`src/rtl/irq_pkg.sv`:
```
package irq_pkg;
    localparam int PRIO_W = 4;
    localparam int DEST_W = 2;

    typedef enum logic [DEST_W-1:0] {
        ROUTE_CPU  = 2'd0,
        ROUTE_XFER = 2'd1,
        ROUTE_DMA  = 2'd2,
        ROUTE_OFF  = 2'd3
    } route_e;

    typedef logic [PRIO_W-1:0] level_t;

    function automatic route_e route_of(input logic [DEST_W-1:0] code);
        return route_e'(code);
    endfunction
endpackage

```
`src/rtl/irq_pin_edge.sv`:
```
module irq_pin_edge (
    input  logic clk,
    input  logic rst,
    input  logic pin,
    input  logic pin_on,
    output logic rise
);
    logic [2:0] sh;

    always_ff @(posedge clk) begin
        if (rst) sh <= '0;
        else     sh <= {sh[1:0], pin};
    end

    assign rise = sh[1] & ~sh[2] & pin_on;
endmodule

```
`src/rtl/irq_pend_bank.sv`:
```
module irq_pend_bank #(
    parameter int N = 12
) (
    input  logic         clk,
    input  logic         rst,
    input  logic [N-1:0] set_v,
    input  logic [N-1:0] clr_v,
    output logic [N-1:0] pend
);
    always_ff @(posedge clk) begin
        if (rst) pend <= '0;
        else     pend <= set_v | (pend & ~clr_v);
    end
endmodule

```
`src/rtl/irq_arbiter.sv`:
```
module irq_arbiter
    import irq_pkg::*;
#(
    parameter int N   = 12,
    parameter int IDW = 4
) (
    input  logic [N-1:0]        cand,
    input  logic [N*PRIO_W-1:0] lvl_flat,
    output logic                win_vld,
    output logic [IDW-1:0]      win_id,
    output level_t              win_lvl
);
    always_comb begin
        win_lvl = '0;
        win_id  = '0;
        for (int i = 0; i < N; i++) begin
            if (cand[i] && (lvl_flat[i*PRIO_W +: PRIO_W] > win_lvl)) begin
                win_lvl = lvl_flat[i*PRIO_W +: PRIO_W];
                win_id  = IDW'(i);
            end
        end
        win_vld = (win_lvl != '0);
    end
endmodule

```
`src/rtl/irq_route_ctrl.sv`:
```
module irq_route_ctrl
    import irq_pkg::*;
#(
    parameter int N_PERIPH = 8,
    parameter int N_PIN    = 4,
    parameter int N_SRC    = N_PERIPH + N_PIN,
    parameter int ID_W     = $clog2(N_SRC)
) (
    input  logic                    clk,
    input  logic                    rst,
    input  logic [N_PERIPH-1:0]     periph_evt,
    input  logic [N_PIN-1:0]        ext_pin,
    input  logic [N_PIN-1:0]        pin_en,
    input  logic [N_SRC-1:0]        src_en,
    input  logic [N_SRC*PRIO_W-1:0] src_prio,
    input  logic [N_SRC*DEST_W-1:0] src_dest,
    input  logic [N_SRC-1:0]        flag_clr,
    input  logic                    cpu_ack,
    input  logic                    dtc_ack,
    input  logic [N_SRC-1:0]        dma_ack,
    output logic [N_SRC-1:0]        pend_flags,
    output logic                    cpu_vld,
    output logic [ID_W-1:0]         cpu_id,
    output logic [PRIO_W-1:0]       cpu_lvl,
    output logic                    dtc_vld,
    output logic [ID_W-1:0]         dtc_id,
    output logic [PRIO_W-1:0]       dtc_lvl,
    output logic [N_SRC-1:0]        dma_req
);
    localparam int N_ARB = 2;

    typedef struct packed {
        logic            vld;
        logic [ID_W-1:0] id;
        level_t          lvl;
    } grant_t;

    logic [N_PIN-1:0] pin_rise;
    logic [N_SRC-1:0] set_v, clr_v, live;
    logic [N_SRC-1:0] cand [N_ARB];
    logic [N_SRC-1:0] ack_hit [N_ARB];
    grant_t           nxt [N_ARB];
    grant_t           cur [N_ARB];
    logic             ack_in [N_ARB];

    for (genvar k = 0; k < N_PIN; k++) begin : g_pin
        irq_pin_edge u_edge (
            .clk    (clk),
            .rst    (rst),
            .pin    (ext_pin[k]),
            .pin_on (pin_en[k]),
            .rise   (pin_rise[k])
        );
    end

    assign set_v = {pin_rise, periph_evt};

    for (genvar i = 0; i < N_SRC; i++) begin : g_src
        assign live[i]    = pend_flags[i] & src_en[i] &
                            (src_prio[i*PRIO_W +: PRIO_W] != '0);
        assign dma_req[i] = live[i] &
                            (route_of(src_dest[i*DEST_W +: DEST_W]) == ROUTE_DMA);
    end

    assign ack_in[0] = cpu_ack;
    assign ack_in[1] = dtc_ack;

    for (genvar d = 0; d < N_ARB; d++) begin : g_arb
        for (genvar i = 0; i < N_SRC; i++) begin : g_sel
            assign cand[d][i] = live[i] &
                (src_dest[i*DEST_W +: DEST_W] == DEST_W'(d));
            assign ack_hit[d][i] = ack_in[d] & cur[d].vld & (cur[d].id == ID_W'(i));
        end

        irq_arbiter #(.N(N_SRC), .IDW(ID_W)) u_arb (
            .cand     (cand[d]),
            .lvl_flat (src_prio),
            .win_vld  (nxt[d].vld),
            .win_id   (nxt[d].id),
            .win_lvl  (nxt[d].lvl)
        );

        always_ff @(posedge clk) begin
            if (rst) cur[d] <= '0;
            else     cur[d] <= nxt[d];
        end
    end

    assign clr_v = flag_clr | dma_ack | ack_hit[0] | ack_hit[1];

    irq_pend_bank #(.N(N_SRC)) u_bank (
        .clk   (clk),
        .rst   (rst),
        .set_v (set_v),
        .clr_v (clr_v),
        .pend  (pend_flags)
    );

    assign cpu_vld = cur[0].vld;
    assign cpu_id  = cur[0].id;
    assign cpu_lvl = cur[0].lvl;
    assign dtc_vld = cur[1].vld;
    assign dtc_id  = cur[1].id;
    assign dtc_lvl = cur[1].lvl;
endmodule

```
`config.mk`:
```
export PLATFORM = sky130hd
export DESIGN_NAME = irq_route_ctrl
export DESIGN_NICKNAME = d
export VERILOG_FILES = /design/src/rtl/irq_pkg.sv /design/src/rtl/irq_pin_edge.sv /design/src/rtl/irq_pend_bank.sv /design/src/rtl/irq_arbiter.sv /design/src/rtl/irq_route_ctrl.sv
export SDC_FILE = /design/constraint.sdc
export NUM_CORES = 1
export LEC_CHECK = 0
export ABC_CLOCK_PERIOD_IN_PS = 30800
export BUFFER_PORTS_ARGS = -buffer_cell sky130_fd_sc_hd__buf_2
export CORE_MARGIN = 4
export CORE_UTILIZATION = 55
export CTS_BUF_LIST = sky130_fd_sc_hd__clkbuf_2
export CTS_CLUSTER_SIZE = 40
export DETAILED_ROUTE_END_ITERATION = 7
export PLACE_DENSITY = 0.84
export REMOVE_ABC_BUFFERS = 1
export SLEW_MARGIN = 5
export SYNTH_ARGS = -nofsm -noshare
export SYNTH_HDL_FRONTEND = slang
export SYNTH_SLANG_ARGS = --single-unit
```
`constraint.sdc`:
```
create_clock -name clk -period 30.8 [get_ports clk]
set_input_delay 3.08 -clock clk [delete_from_list [all_inputs] [get_ports clk]]
set_output_delay 3.08 -clock clk [all_outputs]
set_load 0.01 [all_outputs]
```
-- After elaboration in Yosys (flattened, before gate mapping)
Memories as Yosys holds them, arrays and structs flattened.
Cells that the tools add are included.
- register bits: 24
- latch bits: 0
- bits in writable memories: 18
- ROM bits: 0
- bits of input ports: 128
- output and inout port bits: 42
- word-level logic and storage cells: 284
- memories: 1
- add/subtract/negate cells: 0
- multipliers: 0
- divide/modulo/power cells: 0
- order comparisons: 23
- eq/ne operators: 46
- shift operators: 0
- mux-type cells: 51
- bitwise gates (word level): 106
- reduce and logical (&&, ||, !) cells: 52
- memories (memory ; depth ; width ; read ports ; clocked after Yosys merged registers in ; write ports ; RTL line ; RTL):
    cur ; 2 ; 9 ; 2 ; 0 ; 2 ; irq_route_ctrl.sv:43 ; grant_t cur [N_ARB];
- operator list (kind ; count):
    2-to-1 mux 4 bit ; 32
    bitwise AND 1 bit ; 94
    greater-than comparator 4 bit ; 22
    nonzero test 4 bit ; 14
    bitwise OR 12 bit ; 4
    == test 4 x 3 -> 1 bit, second input constant ; 8
    == test 4 bit, second input constant ; 8
    == test 2 x 1 -> 1 bit, second input constant ; 12
    == test 2 bit, second input constant ; 12
    logical AND 1 bit ; 24
    logical NOT 2 bit ; 12
    2-to-1 mux 3 bit ; 8
    2-to-1 mux 9 bit ; 2
    == test 4 x 2 -> 1 bit, second input constant ; 4
    bitwise AND 12 bit ; 1
    inverter 12 bit ; 1
    == test 4 x 1 -> 1 bit, second input constant ; 2
    logical NOT 4 bit ; 2
    2-to-1 mux 2 bit ; 4
    2-to-1 mux 1 bit ; 5
    greater-than comparator 4 x 1 -> 1 bit, second input constant ; 1
    inverter 1 bit ; 4
    bitwise OR 1 bit ; 2

-- Depth between registers and ports, before layout
- word-level depth: 40
- mapped depth: 100
- depth with buffers taken out: 97

-- Hierarchy
From an unflattened synthesis, not the netlist that was laid out.
- cells, all modules: 863
- area total of the unflattened synthesis: 6563.8 sq um
- modules (own cells, without submodules) (module ; times used ; cells each ; area an instance (sq um) ; seq. area each (sq um)):
    irq_arbiter at g_arb[0].u_arb ; 1 ; 327 ; 2283.4 ; 0.0
    irq_arbiter at g_arb[1].u_arb ; 1 ; 314 ; 2259.7 ; 0.0
    irq_route_ctrl ; 1 ; 145 ; 1201.2 ; 360.3
    irq_pend_bank ; 1 ; 49 ; 469.2 ; 240.2
    irq_pin_edge ; 4 ; 7 ; 87.6 ; 60.1

-- Worst setup path after synthesis
No wires, ideal clock.
- path type: input -> register
- from: input src_en[0]
- to: memory cur[1][8] (netlist bit)
- library setup time: 133 ps
- data arrival time: 19992 ps
- data required time: 30667 ps
- path slack: 10675 ps
- stages on the path: 91
- buffers on the path: 3
- path through: nand2_1 -> nor3b_1 -> and2_1 -> inv_1 -> ha_1 -> nand4_1 -> nand4_1 -> a21oi_1 -> nor2_1 -> a21oi_1 -> ha_1 -> a21o_1 -> maj3_1 -> a21o_1 -> nand3_1 -> mux2i_1 -> inv_1 -> ha_1 -> [... 55 more ...] -> buf_2 -> nand2_1 -> o21ai_0 -> inv_1 -> ha_1 -> nor2b_1 -> o21a_1 -> o21a_1 -> o2111ai_1 -> mux2i_1 -> ha_1 -> nand4_1 -> nand4b_1 -> nor2_1 -> nor2_1 -> a22o_1 -> a21oi_1 -> a31oi_1
- RTL lines (element ; RTL line ; RTL):
    start: declaration ; irq_route_ctrl.sv:14 ; input logic [N_SRC-1:0] src_en,
    end: declaration ; irq_route_ctrl.sv:43 ;

==> reports/metrics.csv <==
metric,value,unit
Vias,7235,
Num CTS Buffers,5,
yosys warns,0,
chip height,115,µm
first-pass GRT wire length,30.3,mm
IO Count,170,
placed cell areas,0.00728,mm²
PortBufs,169,
Internal,103,µW
hold path depth,1,
max-cap violations,0,
Final nets,1215,
Syn Inst Count,857,
Antenna Cells,0,
Unique masters post-synth,81,
Detail Placement HPWL,16.0,mm
Post-CTS Setup Inserts,0,
power share of the combinational group,44.4,%
CP Max Fanout,10,
worst setup slack after layout,8.18,ns
synthesized cell area,0.00634,mm²
"Async S/R FF share, synth",0,%
Clk network pwr share,20.0,%
Final Cell Area,0.00734,mm²
CTS tree,done,
Psw,63.7,µW
CP endpoint kind,register,
RR Endpoint,cur[1][8],
clock-pin slew on the worst setup and hold paths,0.20,ns
worst reg2reg setup slack,10.48,ns
pwr/cell area,22.7,mW/mm²
Clock Sinks,42,
layout cell share with drive strength beyond 1,22.3,%
post-synthesis sequential area ratio,13.3,%
setup TNS,0,ns
crit share post-route,73.4,%
WL per Instance,16.7,µm
Worst Skew,0.0238,ns
syn_area_per_cell,7.40,µm²
actual slew at the worst max-slew pin,0.749,ns
# DRC,0,
CP peak stage delay,0.56,ns
sw frac,38.3,%
GRT Total Usage,27.4,%
worst r2r path cells,88,
chip width,115,µm
RSZ-0062 raised after global routing,no,
CTS max path bufs,2,
# setup viols final,0,
Worst R2R Start,u_bank.pend[0],
CP Class,in2reg,
HP Class,reg2reg,
die area,0.0133,mm²
H-Tree Level Count,2,
post_cts resized,0,
Worst EP arrival,22.90,ns
ranking of synthesized cells by area,"ha_1 14%, dfxtp_1 13%, inv_1 4.8%",
final worst path period need,22.62,ns
Initial Util,57.2,%
pre-CTS WS,8.02,ns
GPL Wtd Cong,0.983,
Final Hold Viols,0,
Final ANT Viol Nets,0,
Post-synth EDFFs,0,
dominant synthesized flop cell,dfxtp_1,
hold endpoint,g_pin[0].u_edge.sh[1],
count of pins over their slew limit,0,
Hold Startpoint,g_pin[0].u_edge.sh[0],
share of the synthesized area in the top cell type,14.2,%
Seq cells post-synth,42,
static leakage,3.35,nW
initial DRC count,642,
critical path's most frequent cell,ha_1,
largest net degree at the start of global routing,43,
Slew HR,50.0,%
Worst EP required,31.08,ns
# rows,38,
Via density,6.26,
grt ovf,0,
Post-CTS Hold Fix Bufs,0,
Layout area overhead,15.8,%
number of global-route vias before repair,6498,
type of origin of the critical path,input port,
cell accounting for the most synthesized area,ha_1,
initial antenna violation count,0,
critical path's slowest cell,nor2_1,
router iterations before antenna repair,5,
worst vdd ir,0.0000350,V
Core Area,0.0111,mm²
status,finished clean,
Flop pwr share,35.6,%
Total Wirelength,19.3,mm
root buffer cell,clkbuf_2,
clock latency on the worst-skew pair,0.42,ns
maximum operating frequency,44.2,MHz
==> sequential cells by signal, summed over array words and instances, names as in the netlist <==
register and count:
cur 18, g_pin.u_edge.sh 12, u_bank.pend 12
==> logic make-up (layout without fill, tap and decap cells) <==
family / after synthesis / in the layout / synth area share [%]
simple gates: 348 / 348 / 29.2
flops: 42 / 42 / 13.3
buf+inv: 99 / 258 / 6.14
xor+xnor: 7 / 7 / 0.967
fa+ha+maj: 75 / 75 / 14.7
compound gates: 238 / 238 / 27.3
mux: 48 / 48 / 8.44
==> critical path: cells and delay by family <==
kind	cells	cell delay (ns)
multiplexers	9	3.22
buffers and inverters	10	0.69
adder cells (fa/ha/maj)	13	3.77
AO/OA/AOI/OAI	27	5.67
AND/OR/NAND/NOR	30	6.46
==> worst max path at each step <==
stage               from        end  slack, ns  cells after the start
6_report       src_en[0]  cur[1][8]       8.18                     89
5_1_grt        src_en[0]  cur[1][8]       6.79                     89
4_1_cts        src_en[0]  cur[1][8]       8.43                     89
3_5_place_dp   src_en[0]  cur[1][8]       8.02                     89
3_3_place_gp   src_en[0]  cur[1][8]       8.33                     89
2_1_floorplan  src_en[0]  cur[1][8]      10.73                     88
==> stage by stage <==
stage / power, mW / utilization (%) / hold slack, ns / instances
final: 0.166 / 66.3 / 0.461 / 1156
after global routing: 0.177 / 66.3 / 0.477 / 1156
after CTS: 0.165 / 66.3 / 0.459 / 1156
after detailed placement: 0.132 / 65.7 / 0.423 / 1148
after global placement: 0.131 / 65.7 / 0.418 / 1148
after floorplan: 0.105 / - / 0.414 / 839
==> layout by cell type (no fill, tap or decap), types with 15 or more instances in the layout <==
cell / netlist / final
nor2b_1: 25 / 25
mux2i_1: 18 / 18
nand3_1: 33 / 33
o211ai_1: 15 / 15
buf_2: 2 / 169
ha_1: 72 / 72
nor3_1: 26 / 26
nor3b_1: 20 / 20
a21oi_1: 48 / 48
nor2_1: 78 / 78
mux2_2: 27 / 27
nand2_1: 66 / 66
o21ai_0: 35 / 35
dfxtp_1: 42 / 42
a21o_1: 21 / 21
inv_1: 81 / 81
==> power groups by stage <==
| stage | Sequential (mW) | Combinational [mW] | Clock [mW] |
|---|---|---|---|
| floorplan | 0.0603 | 0.0446 | 0 |
| global placement | 0.0602 | 0.0704 | 0 |
| detailed placement | 0.0602 | 0.0720 | 0 |
| CTS | 0.0591 | 0.0726 | 0.0327 |
| global route | 0.0595 | 0.0824 | 0.0351 |
| finish | 0.0592 | 0.0738 | 0.0333 |
==> cell type report <==
type                    instances  area [µm²]
well taps                     140         175
inverters                      81         304
repair buffers                169         846
multi-input cells             716        5110
flip-flops and latches         42         841
clock inverters                 1        30.0
clock buffers                   7        35.0
fillers                       986        3740
==> layer usage <==
layer	wire length (µm)	GRT usage [%]	vias up
met5	0	0	-
met3	1450	2.42	38
met1	8210	36.5	3325
met4	537	9.55	0
li1	-	-	3548
met2	9110	46.4	324
==> Yosys cell counts (12+ instances only) <==
master / n
a31oi_1: 13
mux2_2: 27
nor3_1: 26
nand3_1: 33
nor3b_1: 20
a21o_1: 21
ha_1: 72
dfxtp_1: 42
nand2b_1: 12
a21oi_1: 48
inv_1: 81
o21ai_0: 35
nor2b_1: 25
nand2_1: 66
nor2_1: 78
o211ai_1: 15
mux2i_1: 18
nand4_1: 12
clkbuf_1: 14
Power figures use the tool's default switching activity.
